File: src/rtl/vsa_pkg.sv
package vsa_pkg;
  localparam int NUM_CLIENTS = 5;
  localparam int IX_LINE = 0;
  localparam int IX_REF  = 1;
  localparam int IX_CHAR = 2;
  localparam int IX_ATTR = 3;
  localparam int IX_DMA  = 4;
endpackage

File: src/rtl/vsa_burst.sv
module vsa_burst #(
  parameter int LEN_W     = 8,
  parameter int SETUP_CYC = 2
) (
  input  logic             clk,
  input  logic             rst_n,
  input  logic             start,
  input  logic [LEN_W-1:0] len,
  input  logic             take,
  output logic             active,
  output logic             in_setup,
  output logic             last
);
  localparam int SW = $clog2(SETUP_CYC + 2);

  logic [SW-1:0]    setup_q, setup_d;
  logic [LEN_W-1:0] rem_q, rem_d;

  always_comb begin
    setup_d = setup_q;
    rem_d   = rem_q;
    if (start) begin
      setup_d = SW'(SETUP_CYC);
      rem_d   = len;
    end else if (take) begin
      if (setup_q != '0)    setup_d = setup_q - SW'(1);
      else if (rem_q != '0) rem_d   = rem_q - LEN_W'(1);
    end
  end

  always_ff @(posedge clk or negedge rst_n) begin
    if (!rst_n) begin
      setup_q <= '0;
      rem_q   <= '0;
    end else begin
      setup_q <= setup_d;
      rem_q   <= rem_d;
    end
  end

  assign active   = (setup_q != '0) || (rem_q != '0);
  assign in_setup = (setup_q != '0);
  assign last     = take && (((setup_q == '0) && (rem_q == LEN_W'(1))) ||
                             ((setup_q == SW'(1)) && (rem_q == '0)));


  take_active_chk: assert property (@(posedge clk) disable iff (!rst_n)
    take |-> active);
endmodule

File: src/rtl/vsa_row_cadence.sv
module vsa_row_cadence #(
  parameter int CH_W  = 5,
  parameter int ROW_W = 7
) (
  input  logic             clk,
  input  logic             rst_n,
  input  logic             vblank,
  input  logic             line_start,
  input  logic             in_display,
  input  logic [CH_W-1:0]  char_height,
  input  logic [ROW_W-1:0] rows,
  output logic             frame_start,
  output logic             row_trig
);
  logic              vb_q;
  logic [CH_W-1:0]   lin_q, lin_d;
  logic [ROW_W:0]    cnt_q, cnt_d;

  assign frame_start = vblank && !vb_q;

  always_comb begin
    lin_d    = lin_q;
    cnt_d    = cnt_q;
    row_trig = 1'b0;
    if (frame_start) begin
      lin_d    = '0;
      cnt_d    = (ROW_W+1)'(1);
      row_trig = 1'b1;
    end else if (line_start && in_display) begin
      if (lin_q == char_height - CH_W'(1)) begin
        lin_d = '0;
        if (cnt_q <= {1'b0, rows}) begin
          row_trig = 1'b1;
          cnt_d    = cnt_q + (ROW_W+1)'(1);
        end
      end else begin
        lin_d = lin_q + CH_W'(1);
      end
    end
  end

  always_ff @(posedge clk or negedge rst_n) begin
    if (!rst_n) begin
      vb_q  <= 1'b0;
      lin_q <= '0;
      cnt_q <= '0;
    end else begin
      vb_q  <= vblank;
      lin_q <= lin_d;
      cnt_q <= cnt_d;
    end
  end


  trig_cap_chk: assert property (@(posedge clk) disable iff (!rst_n)
    (row_trig && !frame_start) |-> (cnt_q <= {1'b0, rows}));
endmodule

File: src/rtl/vram_slot_arbiter.sv
module vram_slot_arbiter
  import vsa_pkg::*;
#(
  parameter int LEN_W     = 8,
  parameter int REF_W     = 5,
  parameter int CH_W      = 5,
  parameter int ROW_W     = 7,
  parameter int DC_W      = 16,
  parameter int SETUP_CYC = 2
) (
  input  logic                   clk,
  input  logic                   rst_n,
  input  logic                   line_start,
  input  logic                   in_display,
  input  logic                   vblank,
  input  logic                   dma_req,
  input  logic                   text_mode,
  input  logic                   attr_en,
  input  logic [LEN_W-1:0]       bytes_per_line,
  input  logic [REF_W-1:0]       refresh_cnt,
  input  logic [CH_W-1:0]        char_height,
  input  logic [ROW_W-1:0]       rows,
  output logic [NUM_CLIENTS-1:0] gnt,
  output logic                   setup_slot,
  output logic                   char_done,
  output logic                   attr_done,
  output logic [DC_W-1:0]        dma_frame_cnt
);
  logic rst_meta, rst_n_i;
  always_ff @(posedge clk or negedge rst_n) begin
    if (!rst_n) begin
      rst_meta <= 1'b0;
      rst_n_i  <= 1'b0;
    end else begin
      rst_meta <= 1'b1;
      rst_n_i  <= rst_meta;
    end
  end

  logic frame_start, row_trig;
  vsa_row_cadence #(.CH_W(CH_W), .ROW_W(ROW_W)) u_cad (
    .clk(clk), .rst_n(rst_n_i), .vblank(vblank), .line_start(line_start),
    .in_display(in_display), .char_height(char_height), .rows(rows),
    .frame_start(frame_start), .row_trig(row_trig));

  logic [NUM_CLIENTS-1:0] act;
  logic ln_set, ch_set, at_set;
  logic ln_last, rf_last, ch_last, at_last;
  logic ln_start, ch_start, at_start, row_busy;

  assign ln_start = line_start && in_display;
  assign row_busy = act[IX_CHAR] || act[IX_ATTR];
  assign ch_start = row_trig && text_mode && !row_busy;
  assign at_start = attr_en && !act[IX_ATTR] &&
                    (text_mode ? ch_last : (row_trig && !row_busy));

  vsa_burst #(.LEN_W(LEN_W), .SETUP_CYC(SETUP_CYC)) u_line (
    .clk(clk), .rst_n(rst_n_i), .start(ln_start), .len(bytes_per_line),
    .take(gnt[IX_LINE]), .active(act[IX_LINE]), .in_setup(ln_set), .last(ln_last));

  vsa_burst #(.LEN_W(REF_W), .SETUP_CYC(0)) u_ref (
    .clk(clk), .rst_n(rst_n_i), .start(line_start), .len(refresh_cnt),
    .take(gnt[IX_REF]), .active(act[IX_REF]), .in_setup(), .last(rf_last));

  vsa_burst #(.LEN_W(LEN_W), .SETUP_CYC(SETUP_CYC)) u_char (
    .clk(clk), .rst_n(rst_n_i), .start(ch_start), .len(bytes_per_line),
    .take(gnt[IX_CHAR]), .active(act[IX_CHAR]), .in_setup(ch_set), .last(ch_last));

  vsa_burst #(.LEN_W(LEN_W), .SETUP_CYC(SETUP_CYC)) u_attr (
    .clk(clk), .rst_n(rst_n_i), .start(at_start), .len(bytes_per_line),
    .take(gnt[IX_ATTR]), .active(act[IX_ATTR]), .in_setup(at_set), .last(at_last));

  assign act[IX_DMA] = dma_req;

  // lowest set bit wins: fixed priority
  assign gnt = act & (~act + NUM_CLIENTS'(1));
  assign setup_slot = (gnt[IX_LINE] && ln_set) || (gnt[IX_CHAR] && ch_set) ||
                      (gnt[IX_ATTR] && at_set);

  logic            cd_d, ad_d;
  logic [DC_W-1:0] dc_d;
  always_comb begin
    cd_d = ch_last;
    ad_d = at_last;
    dc_d = dma_frame_cnt;
    if (frame_start)       dc_d = '0;
    else if (gnt[IX_DMA])  dc_d = dma_frame_cnt + DC_W'(1);
  end

  always_ff @(posedge clk or negedge rst_n_i) begin
    if (!rst_n_i) begin
      char_done     <= 1'b0;
      attr_done     <= 1'b0;
      dma_frame_cnt <= '0;
    end else begin
      char_done     <= cd_d;
      attr_done     <= ad_d;
      dma_frame_cnt <= dc_d;
    end
  end


  grant_onehot_chk: assert property (@(posedge clk) disable iff (!rst_n_i)
    $onehot0(gnt));

  line_first_chk: assert property (@(posedge clk) disable iff (!rst_n_i)
    act[IX_LINE] |-> gnt[IX_LINE]);

  ref_over_row_chk: assert property (@(posedge clk) disable iff (!rst_n_i)
    (act[IX_REF] && !act[IX_LINE]) |-> gnt[IX_REF]);

  refresh_load_chk: assert property (@(posedge clk) disable iff (!rst_n_i)
    (line_start && refresh_cnt != '0) |=> act[IX_REF]);

  char_done_chk: assert property (@(posedge clk) disable iff (!rst_n_i)
    char_done |-> $past(gnt[IX_CHAR]));

  dma_leftover_chk: assert property (@(posedge clk) disable iff (!rst_n_i)
    (dma_req && act[IX_ATTR:IX_LINE] == '0) |-> gnt[IX_DMA]);

  dma_cnt_clear_chk: assert property (@(posedge clk) disable iff (!rst_n_i)
    frame_start |=> (dma_frame_cnt == '0));
endmodule

File: config.mk
export PLATFORM = sky130hd
export DESIGN_NAME = vram_slot_arbiter
export DESIGN_NICKNAME = d
export VERILOG_FILES = /design/src/rtl/vsa_pkg.sv /design/src/rtl/vsa_burst.sv /design/src/rtl/vsa_row_cadence.sv /design/src/rtl/vram_slot_arbiter.sv
export SDC_FILE = /design/constraint.sdc
export NUM_CORES = 1
export LEC_CHECK = 0
export BUFFER_PORTS_ARGS = -buffer_cell sky130_fd_sc_hd__buf_2
export CORE_MARGIN = 2
export CORE_UTILIZATION = 35
export DETAILED_ROUTE_END_ITERATION = 8
export PLACE_DENSITY = 0.56
export SLEW_MARGIN = 20
export SYNTH_ARGS = -nofsm -noshare
export SYNTH_HDL_FRONTEND = slang
export SYNTH_SLANG_ARGS = --single-unit
File: constraint.sdc
create_clock -name clk -period 2.95 [get_ports clk]
set_clock_uncertainty 0.05 [all_clocks]
set_input_delay 0.295 -clock clk [delete_from_list [all_inputs] [get_ports clk]]
set_output_delay 0.295 -clock clk [all_outputs]
set_load 0.03 [all_outputs]
=== After elaboration in Yosys (flattened, before gate mapping) ===
Cells that the tools add are included.
Widths: inputs -> output; s select.

* Output and inout bits: 24
* Input port bits: 33
* Word-level logic and storage cells: 145
* Register bits: 70

* Multiplexer cells: 42
* Bitwise logic cells: 2
* Equal/unequal tests: 9
* Order comparisons: 1
* Reductions and logical operators: 62
* $add $sub $neg: 13

{| class="wikitable"
|+ Operator list
! operator !! number
|-
| $mux 8 || 16
|-
| $reduce_bool 2->1 || 18
|-
| $mux 5 || 7
|-
| $mux 16 || 2
|-
| $reduce_bool 8->1 || 3
|-
| $sub 8x1->8 const B || 3
|-
| $mux 2 || 9
|-
| $add 16x1->16 const B || 1
|-
| $eq 8x1->1 const B || 2
|-
| $logic_and 1x1->1 || 16
|-
| $logic_not 8->1 || 2
|-
| $reduce_and 3->1 || 5
|-
| $add 5x1->5 const B || 2
|-
| $sub 5x1->5 const B || 2
|-
| $logic_or 1x1->1 || 9
|-
| $add 8x1->8 const B || 1
|-
| $le 8x7->1 || 1
|-
| $mux 1 || 8
|-
| $ne 2x1->1 const B || 3
|-
| $reduce_and 2->1 || 3
|-
| $sub 2x1->2 const B || 3
|-
| $and 5x5->5 || 1
|-
| $eq 5x5->1 || 1
|-
| $not 5->5 || 1
|-
| other kinds (6) || 10
|}

=== Depth between registers and ports, before layout ===
Gate-level depths: netlist of the first run.

* Depth after elaboration: 10
* Gate-level depth with buffers: 11
* Gate-level depth less buffers: 9

=== Hierarchy ===
Synthesis of the first run repeated with hierarchy kept, for this count alone.

* Cell total of the unflattened synthesis: 489
* Area total of the unflattened synthesis: 4533.1 µm²

{| class="wikitable"
|+ Modules (own cells, without submodules)
! module !! cells an instance !! instances !! seq. area each (µm²) !! area each (µm²)
|-
| vsa_burst (u_attr ...) || 74 || 3 || 250.2 || 666.9
|-
| vsa_row_cadence || 120 || 1 || 350.3 || 1146.1
|-
| vram_slot_arbiter || 108 || 1 || 500.5 || 1033.5
|-
| vsa_burst (u_ref) || 39 || 1 || 125.1 || 352.8
|}

=== Worst setup path before layout of the first run ===
Ideal clock, no wire load.

* Path kind: reg-to-reg
* From: register u_char.rem_q[2]
* To: register u_attr.rem_q[7]
* Arrival time: 2.343 ns
* Slack: 0.470 ns
* Cell stages (with the launch flop): 9
* Path buffers: 1
* Required time: 2.813 ns
* Clock period less this slack: 2.480 ns
* Setup time: 0.087 ns
* Cells stage by stage: dfrtp_1 or4_4 or4_4 buf_6 nor4_4 and2_4 nand2_1 and3b_1 a211oi_2

* Cells in the longest elaborated chain, start to end: 10
* Elaborated cells between the ends (all ways): 21
* Those cells by class: add/sub: 1; eq/ne: 2; mux: 2; bitwise: 2; reduce/logical: 14

{| class="wikitable"
|+ RTL lines
! element !! line !! RTL
|-
| start: declaration || vsa_burst.sv:17 || <nowiki>logic [LEN_W-1:0] rem_q, rem_d;</nowiki>
|-
| start signal: assignment || vsa_burst.sv:37 || <nowiki>rem_q <= rem_d;</nowiki>
|-
| $reduce_bool 8->1 || vsa_burst.sv:41 || <nowiki>assign active = (setup_q != '0) || (rem_q != '0);</nowiki>
|-
| $logic_or 1x1->1 || vsa_burst.sv:41 ||
|-
| $not 5->5 || vram_slot_arbiter.sv:76 || <nowiki>assign gnt = act & (~act + NUM_CLIENTS'(1));</nowiki>
|-
| $add 5x1->5 || vram_slot_arbiter.sv:76 ||
|-
| $and 5x5->5 || vram_slot_arbiter.sv:76 ||
|-
| $logic_and 1x1->1 || vsa_burst.sv:43 || <nowiki>assign last = take && (((setup_q == '0) && (rem_q == LEN_W'(1))) ||</nowiki>
|-
| $mux 1 || vram_slot_arbiter.sv:55 || <nowiki>(text_mode ? ch_last : (row_trig && !row_busy));</nowiki>
|-
| $logic_and 1x1->1 || vram_slot_arbiter.sv:54 || <nowiki>assign at_start = attr_en && !act[IX_ATTR] &&</nowiki>
|-
| $ne 2x1->1 (no line) / $reduce_bool 2->1 (equally long branches) || - ||
|-
| $reduce_and 3->1 (no line) || - ||
|-
| end signal: assignment || vsa_burst.sv:37 ||
|-
| end: declaration || vsa_burst.sv:17 ||
|}

Several ways; a longest one is shown, not always the timed one.
A chain may end at the register's enable or synchronous reset.

=== Worst setup path in the final report of the first run ===
* From: register u_char.rem_q[2]
* To: output setup_slot

* Cells in the longest elaborated chain, start to end: 8
* Elaborated cells between the ends (all ways): 9
* Those cells by class: add/sub: 1; bitwise: 2; reduce/logical: 6

{| class="wikitable"
|+ RTL lines
! element !! line !! RTL
|-
| $reduce_bool 8->1 (*) || vsa_burst.sv:41 ||
|-
| $logic_or 1x1->1 (*) || vsa_burst.sv:41 ||
|-
| $not 5->5 || vram_slot_arbiter.sv:76 ||
|-
| $add 5x1->5 || vram_slot_arbiter.sv:76 ||
|-
| $and 5x5->5 (*) || vram_slot_arbiter.sv:76 ||
|-
| $logic_and 1x1->1 || vram_slot_arbiter.sv:77 || <nowiki>assign setup_slot = (gnt[IX_LINE] && ln_set) || (gnt[IX_CHAR] && ch_set) ||</nowiki>
|-
| $logic_or 1x1->1 || vram_slot_arbiter.sv:77 ||
|-
| $logic_or 1x1->1 (*) || vram_slot_arbiter.sv:77 ||
|-
| end: declaration || vram_slot_arbiter.sv:24 || <nowiki>output logic setup_slot,</nowiki>
|}

Mark *: on every way between the ends. The rest lies on a longest branch, timed or not.

==> results of run 1 <==
## placed cells by master (no fill, tap or decap), drive strengths merged, types with 5 or more instances in the layout
cell | synthesis | layout
a211oi | 6 | 6
a21o | 5 | 5
a21oi | 25 | 25
and2 | 5 | 5
and3 | 9 | 9
buf | 9 | 71
clkbuf | 9 | 11
dfrtp | 69 | 69
ha | 25 | 25
inv | 32 | 32
nand2 | 51 | 51
nand2b | 6 | 6
nand3 | 17 | 17
nand4 | 11 | 11
nor2 | 43 | 43
nor3 | 13 | 13
nor4 | 5 | 5
o21ai | 37 | 37
or3 | 8 | 8
or4 | 6 | 6
xnor2 | 12 | 12
xor2 | 23 | 23
## power breakdown
group	total (mW)	internal (mW)	leakage, nW	switching, mW
logic	0.388	0.177	1.43	0.211
registers	1.10	1.02	0.859	0.0752
clock network	0.970	0.562	0.129	0.407
## synth_stat cells, types with 4 or more instances
cell type  number
and2_1          4
ha_1           25
buf_4           5
nor3_1         12
nand2_1        51
and4_1          4
xnor2_1        12
dfrtp_1        69
nand2b_1        6
a21oi_1        25
inv_1          32
a211oi_1        5
a211o_1         4
xor2_1         23
nand4_1        10
a21o_1          5
nor2_1         43
o21ai_0        29
nand3_1        17
clkbuf_1        9
o21ai_1         8
mux2i_1         4
and3_1          9
or3_1           7
o31ai_1         4
## sequential cells by signal (all words and copies together), names as in the netlist
name / cells
u_attr.setup_q: 2
attr_done: 1
u_cad.cnt_q: 8
dma_frame_cnt: 16
char_done: 1
u_attr.rem_q: 8
rst_n_i: 1
u_cad.lin_q: 5
u_char.rem_q: 8
u_line.rem_q: 8
rst_meta: 1
u_line.setup_q: 2
u_cad.vb_q: 1
u_char.setup_q: 2
u_ref.rem_q: 5
## path summary, 6_finish.rpt
| path | end | cells after the start |
|---|---|---|
| worst max-delay path | setup_slot | 6 |
| worst min-delay path | u_cad.vb_q$_DFF_PN0_ | 1 |
| worst max register to register | u_attr.rem_q[3]$_DFFE_PN0P_ | 8 |
| worst min register to register | u_attr.setup_q[1]$_DFFE_PN0P_ | 0 |
| max in group asynchronous | u_char.rem_q[1]$_DFFE_PN0P_ | 1 |
| min in group asynchronous | rst_meta$_DFF_PN0_ | 2 |
## layer usage
metal,wire (µm),global-route usage [%],vias to the layer above
met1,4920,22.3,1755
met3,423,2.88,19
li1,-,-,1837
met5,0,0,-
met4,261,8.27,0
met2,4870,26.0,85
## logic make-up (layout without fill, tap and decap cells)
| kind of cell | count (synthesis) | after routing | synth area share, % |
|---|---|---|---|
| simple gates | 194 | 194 | 24.1 |
| compound gates | 104 | 104 | 15.3 |
| flops | 69 | 69 | 39.7 |
| buf+inv | 50 | 120 | 5.14 |
| xor+xnor | 35 | 35 | 7.04 |
| fa+ha+maj | 25 | 25 | 7.18 |
| mux | 6 | 6 | 1.44 |
| other cells | 1 | 1 | 0.0861 |
## worst reg2reg max path, cell delays in order, from the launching register on
cell	delay [ns]
dfrtp_1	0.41
ha_1	0.30
a21o_1	0.17
a211oi_2	0.28
a21oi_1	0.20
a21o_1	0.25
a211o_1	0.32
a2111oi_1	0.46
a211oi_1	0.10
## what timing repair did
action,4_1_cts,5_1_grt
endpoints found under the setup margin,0,2
hold endpoints to repair,2,0
hold buffers,1,0
resized for setup,0,3
## final cells by class
class | instances | area share, %
Sequential cell | 69 | 33.6
Clock inverter | 5 | 0.536
Multi-Input combinational cell | 365 | 47.0
Inverter | 32 | 2.34
Tap cell | 168 | 4.09
Clock buffer | 11 | 4.53
Timing Repair Buffer | 72 | 7.84
==> impl_results.md, run 1 <==
* Syn_area_per_cell at 9.00 µm²
* Vias in the first global route at about 3400
* Core area at 0.0121 mm²
* Detailed Routing Iterations Pass 1 at 4
* Synth top area share at approximately 40%
* Multi-input logic area at 0.00241 mm²
* CP top delay family: simple AND/OR/NAND/NOR gates
* Worst Setup SP: u_char.rem_q[2]$_DFFE_PN0P_
* Relative slew margins at 52.4%
* Asr flop ratio synth at 100%
* Data required, critical path at between 2 and 3 ns
* Max IR drop VDD at 0.232 mV
* Cell count after synthesis at 484
* Fin crit share at 93.6%
* Cell variety after synth at 65
* Crit path max fanout at 8
* Area Growth Syn to Fin at 18.0%
* FF-to-FF Start: u_cad.cnt_q[5]$_DFFE_PN0P_
* # nets final at 607
* Final Total Pwr at 2.46 mW
* Detail Route Antenna Nets at 0
* End-of-flow core utilization at 42.6%
* Pwr Density at 478 mW/mm²
* Slowest cell on the critical path: or4_4
* Vias/cell at 5.12
* First-pass GRT wire length at 17.2 mm
* Cell breakdown of the critical path: or4_4 -> or4_4 -> o21ai_0 -> nand2_1 -> nand2_1 -> buf_2
* Clock root buffer: clkbuf_16
* Port Buffer Count at 56
* Setup slack, reg-to-reg at 0.26 ns
* Inst Count DP at 705
* Pre-CTS WS at around 0.21 ns
* Layout cells sized above 1 at roughly a fifth
* Post-route DRC at 0
* Critical path type: register to primary output
* Number of synthesized register bits at 69
* Row cnt at 40
* Initial Util at 36.1%
* Fin. Hold Viols at 0
* Placer Congestion at ~0.87
* Tmin final at 2.76 ns
* Mapped cell area at 0.00435 mm²
* CTS sink cnt at 69
* Seq/Total Area, Yosys at 39.7%
* Worst EP arrival at 2.42 ns
* Final setup viols at 0
* Io pins at 57
* Critical Path Start Type: register
* Register area at around 0.0017 mm²
* WL/cell at between 10 and 15 µm
* H-tree depth at 3
* Maxcap violations at 0
* Via count at 3696
* Worst-Skew Late Latency at 0.34 ns
* Top post-synthesis cells by area: dfrtp_1, ha_1, xor2_1
* Slew @ Worst Pin at approximately 0.7 ns
* Gr ovfl total at 0
* Final Cell Area at 0.00514 mm²
* Fillers at 1218
* Ant. Diodes at 0
* Fmax at 362 MHz
* Hold slack at around 0.034 ns
* Yosys top cell by area: dfrtp_1
* Final max-slew violation count at 0
* Synth Net Count at around 540
* Worst-path clk slew at 0.05 ns
* Leakage Power at 2.42 nW
* RSZ-0062 raised after global routing: no
* Hold wc startpoint: vblank
* TritonCTS buffer count at 9
* Total negative slack at 0 ns
* Iter 0 DRT Violations at 290
* PnR worst setup slack at 0.190 ns
* Hold Crit Class: input port to register
* EDFF count, synth at 0
* Synth Flop Type: dfrtp_1
* Final std cells w/o fill at 722
* Initial antenna violation count at 0
* Post-CTS Setup Bufs at 0
* CTS tree: done
* Worst path buffer plus inverter count at 1
* Max incr delay on CP at 0.57 ns
* Yosys warns at 0
* Clock Path Buffers at 2
* Largest net degree at the start of global routing at 30
* Status: finished clean
* Global router's overall resource usage at between 10% and 20%
* Hpwl dp at 7.79 mm
* Die W at 116 µm
* Dpl cell area at 0.00485 mm²
* Crit end category: primary output
* Die Y at roughly 120 µm
* Final wirelength at 10.5 mm
* Full die area at 0.0133 mm²
No activity file was read; power rests on OpenSTA's default activity.
==> run 2: changes to the inputs <==
- ABC_AREA: unset -> 1
==> run 2 against run 1 <==
Effect of this change: first-iteration DRC count decreased by 41%; worst setup slack improved by 0.12 ns; combinational power increased by 22%; via count increased by 5.5%; critical path depth increased by 5; fmax increased by 4.5%; final cell count increased by 17%; highest routed layer unchanged.
==> impl_results.md, run 2 <==
* Status: finished clean
* Clock Path Buffers at 2 (unchanged)
* Core area at 0.0128 mm² (+5.9%)
* Setup slack, reg-to-reg at 0.58 ns (+0.32 ns)
* Tmin final at 2.64 ns (-0.118 ns)
* Final setup viols at 0 (unchanged)
* Most flop-heavy register: dma_frame_cnt
* Pwr Density at 480 mW/mm² (+0.44%)
* Ant. Diodes at 0 (unchanged)
* Global router's overall resource usage at 15.4% (-1.3 points)
* Final Total Pwr at 2.58 mW (+5.1%)
* Dpl cell area at 0.00509 mm² (+4.8%)
* Detail Route Antenna Nets at 0 (unchanged)
* Asr flop ratio synth at 100% (unchanged)
* Total negative slack at 0 ns (unchanged)
* Yosys warns at 0 (unchanged)
* CTS tree: done
* Fmax at 378 MHz (+4.5%)
* Most frequent cells in the layout: nand2_1, inv_1, dfrtp_1
* EDFF count, synth at 0 (unchanged)
* Post-CTS Setup Bufs at 0 (unchanged)
* Synth cell count leaders: nand2_1, inv_1, dfrtp_1
* Hpwl dp at 7.74 mm (-0.66%)
* Port Buffer Count at 56 (unchanged)
* Final max-slew violation count at 0 (unchanged)
* Iter 0 DRT Violations at 172 (-41%)
* Largest register FFs at 16 (unchanged)
* Final std cells w/o fill at 847 (+17%)
* Final wirelength at 10.0 mm (-4.2%)
* WL/cell at 11.9 µm (-18%)
* Area Growth Syn to Fin at 16.3%
* Fin crit share at 89.6% (-4.0 points)
* Mapped cell area at 0.00462 mm² (+6.1%)
* Synth top area share at 37.4% (-2.3 points)
* Max IR drop VDD at 0.300 mV (+29%)
* Largest net degree at the start of global routing at 68 (+130%)
* End-of-flow core utilization at 42.1% (-0.51 points)
* CTS-repair resized insts at 0 (unchanged)
* TritonCTS buffer count at 9 (unchanged)
* Cell count after synthesis at 608 (+26%)
* Worst-Skew Late Latency at 0.34 ns (about the same)
* Critical path type: register to primary output
* Initial antenna violation count at 0 (unchanged)
* Inst Count DP at 830 (+18%)
* Fin. Hold Viols at 0 (unchanged)
* Fillers at 1303 (+7.0%)
* Top post-synthesis cells by area: dfrtp_1, nand2_1, inv_1
* Row cnt at 41 (+2.5%)
* Critical Path Start Type: register
* Crit path max fanout at 5 (-3)
* Slew @ Worst Pin at 0.857 ns (+0.144 ns)
* Clock root buffer: clkbuf_16
* Leakage Power at 2.87 nW (+19%)
* Data required, critical path at 2.61 ns (about the same)
* Full die area at 0.0141 mm² (+5.9%)
* Via count at 3901 (+5.5%)
* Synth Flop Type: dfrtp_1
* Die W at 119 µm (+2.9%)
* Worst-path clk slew at 0.06 ns (about the same)
* Commonest non-fill, non-tap cell in the layout: nand2_1
* Syn_area_per_cell at 7.60 µm² (-15%)
* # nets final at 728 (+20%)
* Cell variety after synth at 45 (-31%)
* Most frequent cell after synthesis: nand2_1
* Vias in the first global route at 3958 (+16%)
* Io pins at 57 (unchanged)
* Post-route DRC at 0 (unchanged)
* Detailed Routing Iterations Pass 1 at 5 (+1)
* Number of synthesized register bits at 69 (unchanged)
* Layout cells sized above 1 at 19.6% (+0.24 points)
* RSZ-0062 raised after global routing: no
* Final Cell Area at 0.00537 mm² (+4.6%)
* Die Y at 119 µm (+2.9%)
* Relative slew margins at 42.8% (-9.6 points)
* First-pass GRT wire length at 17.6 mm (+2.7%)
* Gr ovfl total at 0 (unchanged)
* Crit end category: primary output
* Seq/Total Area, Yosys at 37.4% (-2.3 points)
* Worst EP arrival at 2.30 ns (-0.12 ns)
* Placer Congestion at 0.810 (-6.6%)
* H-tree depth at 3 (unchanged)
* Maxcap violations at 0 (unchanged)
* Synth Net Count at 666 (+23%)
* Hold Crit Class: input port to register
* Yosys top cell by area: dfrtp_1
* Vias/cell at 4.61 (-10%)
* CTS sink cnt at 69 (unchanged)
* Initial Util at 36.2% (+0.084 points)
## run 2: cell count changes after synthesis, sizes merged, moves of 7 or more
cell / change
xor2: -12
inv: +66
nand3: +11
nor2: +30
or3: -7
and3: -9
nand4: -8
nand2: +120
## run 2: final timing paths
check / start / endpoint / cells after the start
setup / recovery: u_ref.rem_q[0]$_DFFE_PN0P_ / setup_slot / 11
hold / removal: vblank / u_cad.vb_q$_DFF_PN0_ / 1
setup reg to reg: u_ref.rem_q[0]$_DFFE_PN0P_ / u_attr.rem_q[7]$_DFFE_PN0P_ / 14
hold reg to reg: rst_meta$_DFF_PN0_ / rst_n_i$_DFF_PN0_ / 0
max in group asynchronous: rst_n_i$_DFF_PN0_ / dma_frame_cnt[5]$_DFFE_PN0P_ / 1
min in group asynchronous: rst_n / rst_n_i$_DFF_PN0_ / 2
## run 2: cell type report
class	count	area, µm²	area share (%)
Multi-Input combinational cell	428	2450	45.6
Clock inverter	6	38.8	0.722
Timing Repair Buffer	61	320	5.96
Clock buffer	10	239	4.45
Inverter	101	380	7.08
Tap cell	172	215	4.00
Sequential cell	69	1730	32.2
## run 2: per-layer routing
metal	global-route usage, %	wire length, µm	vias to the layer above
li1	-	-	2038
met1	19.3	4700	1774
met2	25.8	4680	76
met3	4.07	485	13
met4	4.69	178	0
met5	0	0	-
## run 2: logic make-up (layout without fill, tap and decap cells)
group | Yosys count | in the layout | synth area share, %
XOR/XNOR | 19 | 19 | 3.60
other | 1 | 1 | 0.0811
adder cells (fa/ha/maj) | 25 | 25 | 6.77
AND/OR/NAND/NOR | 296 | 296 | 31.2
AO/OA/AOI/OAI | 87 | 87 | 11.4
buffers and inverters | 111 | 178 | 9.58
flip-flops | 69 | 69 | 37.4
## run 2: repair_timing
item / CTS / global route
endpoints found under the setup margin: 0 / 0
hold endpoints to repair: 2 / 0
hold buffers: 1 / 0
## run 2: worst max-delay path, cell delays in order (launching register included)
cell and delay [ns]:
dfrtp_1 0.39, inv_1 0.08, ha_1 0.17, inv_1 0.06, nor3_1 0.20, nand2_1 0.20
nor2_8 0.21, nand2_2 0.12, inv_1 0.10, nand2_1 0.11, nand3b_1 0.12, buf_2 0.20
## run 2: report_power, final
group | switching (mW) | internal, mW | total [mW]
Clock | 0.424 | 0.588 | 1.01
Sequential | 0.0688 | 1.03 | 1.10
Combinational | 0.300 | 0.171 | 0.472
Total | 0.793 | 1.79 | 2.58
## run 2: metrics by stage
step,hold slack (ns),setup slack (ns)
6_report,0.0299,0.308
5_1_grt,0.0185,0.0974
4_1_cts,0.0176,0.241
3_5_place_dp,0.0333,0.538
3_3_place_gp,0.0322,0.622
2_1_floorplan,-0.0506,0.836
==> run 3: changes to the inputs <==
- HOLD_SLACK_MARGIN: unset -> 0.06
==> run 3 against run 2 <==
Effect of this change: final area increased by 0.19%; die area did not move; worst setup slack improved by 0.0027 ns; critical endpoint unchanged; fmax up 0.10%; hold slack better by 0.078 ns; sequential cell count unchanged; wire length increased by 0.21%; critical path type unchanged; global-route usage unchanged; critical path depth unchanged; highest routed layer unchanged.
==> impl_results.md, run 3 (synthesis gave the netlist of run 2 again) <==
* Vias/cell at 4.60 (-0.22%)
* # nets final at 729 (+0.14%)
* Relative slew margins at 42.4% (-0.48 points)
* Data required, critical path at 2.61 ns (about the same)
* Worst-path clk slew at 0.06 ns (about the same)
* Clock root buffer: clkbuf_16
* Post-route DRC at 0 (unchanged)
* Worst EP arrival at 2.29 ns (about the same)
* Final wirelength at 10.1 mm (+0.21%)
* Hpwl dp at 7.74 mm (unchanged)
* Fin crit share at 89.5% (-0.092 points)
* Initial antenna violation count at 0 (unchanged)
* Full die area at 0.0141 mm² (unchanged)
* Slew @ Worst Pin at 0.865 ns (+0.00714 ns)
* CP top delay family: simple AND/OR/NAND/NOR gates
* H-tree depth at 3 (unchanged)
* Layout cells sized above 1 at 19.5% (-0.029 points)
* Most frequent CP cell: inv_1
* Met2 usage at 25.8% (unchanged)
* Total negative slack at 0 ns (unchanged)
* Most flop-heavy register: dma_frame_cnt
* Vias in the first global route at 3958 (unchanged)
* Leakage Power at 2.87 nW (+0.15%)
* Tmin final at 2.64 ns (-0.00272 ns)
* Global router's overall resource usage at 15.4% (unchanged)
* Row cnt at 41 (unchanged)
* Ant. Diodes at 0 (unchanged)
* Most frequent cells in the layout: nand2_1, inv_1, dfrtp_1
* Met3 usage at 4.07% (unchanged)
* Post-CTS Setup Bufs at 0 (unchanged)
* CTS sink cnt at 69 (unchanged)
* Crit end category: primary output
* Worst path buffer plus inverter count at 4 (unchanged)
* Slowest cell on the critical path: dfrtp_1
* Core area at 0.0128 mm² (unchanged)
* Detail Route Antenna Nets at 0 (unchanged)
* Pwr Density at 480 mW/mm² (-0.11%)
* Hold Crit Class: input port to register
* Initial Util at 36.2% (unchanged)
* Io pins at 57 (unchanged)
* Area Growth Syn to Fin at 16.5%
* Critical path type: register to primary output
* Worst-Skew Late Latency at 0.34 ns (about the same)
* Status: finished clean
* WL/cell at 11.9 µm (about the same)
* Gr ovfl total at 0 (unchanged)
* Fmax at 379 MHz (+0.10%)
* Clock Path Buffers at 2 (unchanged)
* End-of-flow core utilization at 42.1% (+0.078 points)
* Final max-slew violation count at 0 (unchanged)
* Largest net degree at the start of global routing at 68 (unchanged)
* First-pass GRT wire length at 17.6 mm (unchanged)
* Maxcap violations at 0 (unchanged)
* Register area at 0.00173 mm² (unchanged)
* Placer Congestion at 0.810 (unchanged)
* Setup slack, reg-to-reg at 0.58 ns (about the same)
* Die Y at 119 µm (unchanged)
* Cell breakdown of the critical path: inv_1 -> ha_1 -> inv_1 -> nor3_1 -> nand2_1 -> nor2_8 -> nand2_2 -> inv_1 -> nand2_1 -> nand3b_1 -> buf_2
* Crit path max fanout at 5 (unchanged)
* Final Total Pwr at 2.58 mW (about the same)
* TritonCTS buffer count at 9 (unchanged)
* Iter 0 DRT Violations at 168 (-2.3%)
* Fillers at 1302 (-0.077%)
* Port Buffer Count at 56 (unchanged)
* Max incr delay on CP at 0.39 ns (about the same)
* CTS Hold Buffers Added at 2 (+1)
* Gr busiest metal: met2
* Max IR drop VDD at 0.301 mV (+0.50%)
* Commonest non-fill, non-tap cell in the layout: nand2_1
* Largest register FFs at 16 (unchanged)
* Hold slack at 0.108 ns (+0.0778 ns)
* Via count at 3897 (-0.10%)
* Final setup viols at 0 (unchanged)
* Met1 usage at 19.3% (unchanged)
* Multi-input logic area at 0.00245 mm² (unchanged)
* RSZ-0062 raised after global routing: no
* Detailed Routing Iterations Pass 1 at 4 (-1)
* Die W at 119 µm (unchanged)
* Fin. Hold Viols at 0 (unchanged)
* Critical Path Start Type: register
* CTS-repair resized insts at 0 (unchanged)
* CTS tree: done
run 3: power breakdown:
part / leakage (nW) / total, mW / switching, mW / internal [mW]
logic: 1.85 / 0.474 / 0.302 / 0.172
registers: 0.892 / 1.10 / 0.0685 / 1.03
clock network: 0.134 / 1.01 / 0.423 / 0.588
run 3: metrics by stage:
step	instances	cell area [µm²]	setup WS (ns)
global route	848	5380	0.0974
finish	848	5380	0.310
floorplan	608	4620	0.836
global placement	830	5090	0.622
CTS	848	5380	0.241
detailed placement	830	5090	0.538
run 3: final timing paths:
check / start / endpoint / cells after the start
max: u_ref.rem_q[0]$_DFFE_PN0P_ / setup_slot / 11
max in group asynchronous: rst_n_i$_DFF_PN0_ / u_attr.rem_q[6]$_DFFE_PN0P_ / 1
min reg2reg: rst_meta$_DFF_PN0_ / rst_n_i$_DFF_PN0_ / 0
min in group asynchronous: rst_n / rst_n_i$_DFF_PN0_ / 2
min: refresh_cnt[4] / u_ref.rem_q[4]$_DFFE_PN0P_ / 3
max reg2reg: u_ref.rem_q[0]$_DFFE_PN0P_ / u_attr.rem_q[7]$_DFFE_PN0P_ / 14
run 3: layout make-up:
class                   instances  area share [%]
multi-input cells             428            45.5
clock inverters                 6           0.720
flip-flops and latches         69            32.1
clock buffers                  10            4.44
inverters                     101            7.06
repair buffers                 62            6.14
well taps                     172            4.00
run 3: metal layers:
| metal | vias to the layer above | share of wire, % | wire length, µm |
|---|---|---|---|
| met3 | 13 | 4.5 | 451 |
| met4 | 0 | 1.8 | 178 |
| met2 | 72 | 47 | 4680 |
| met1 | 1771 | 47 | 4750 |
| met5 | - | 0 | 0 |
| li1 | 2041 | - | - |
run 3: worst register-to-register path: stages, from the launching register on:
cell,delay [ns]
dfrtp_1,0.39
inv_1,0.08
ha_1,0.17
inv_1,0.06
nor3_1,0.20
nand2_1,0.20
nor2_8,0.21
nand3_2,0.12
a21oi_4,0.21
nand2_4,0.19
nand2_4,0.12
nand2_4,0.09
inv_2,0.12
nand2_1,0.06
nand2_1,0.05
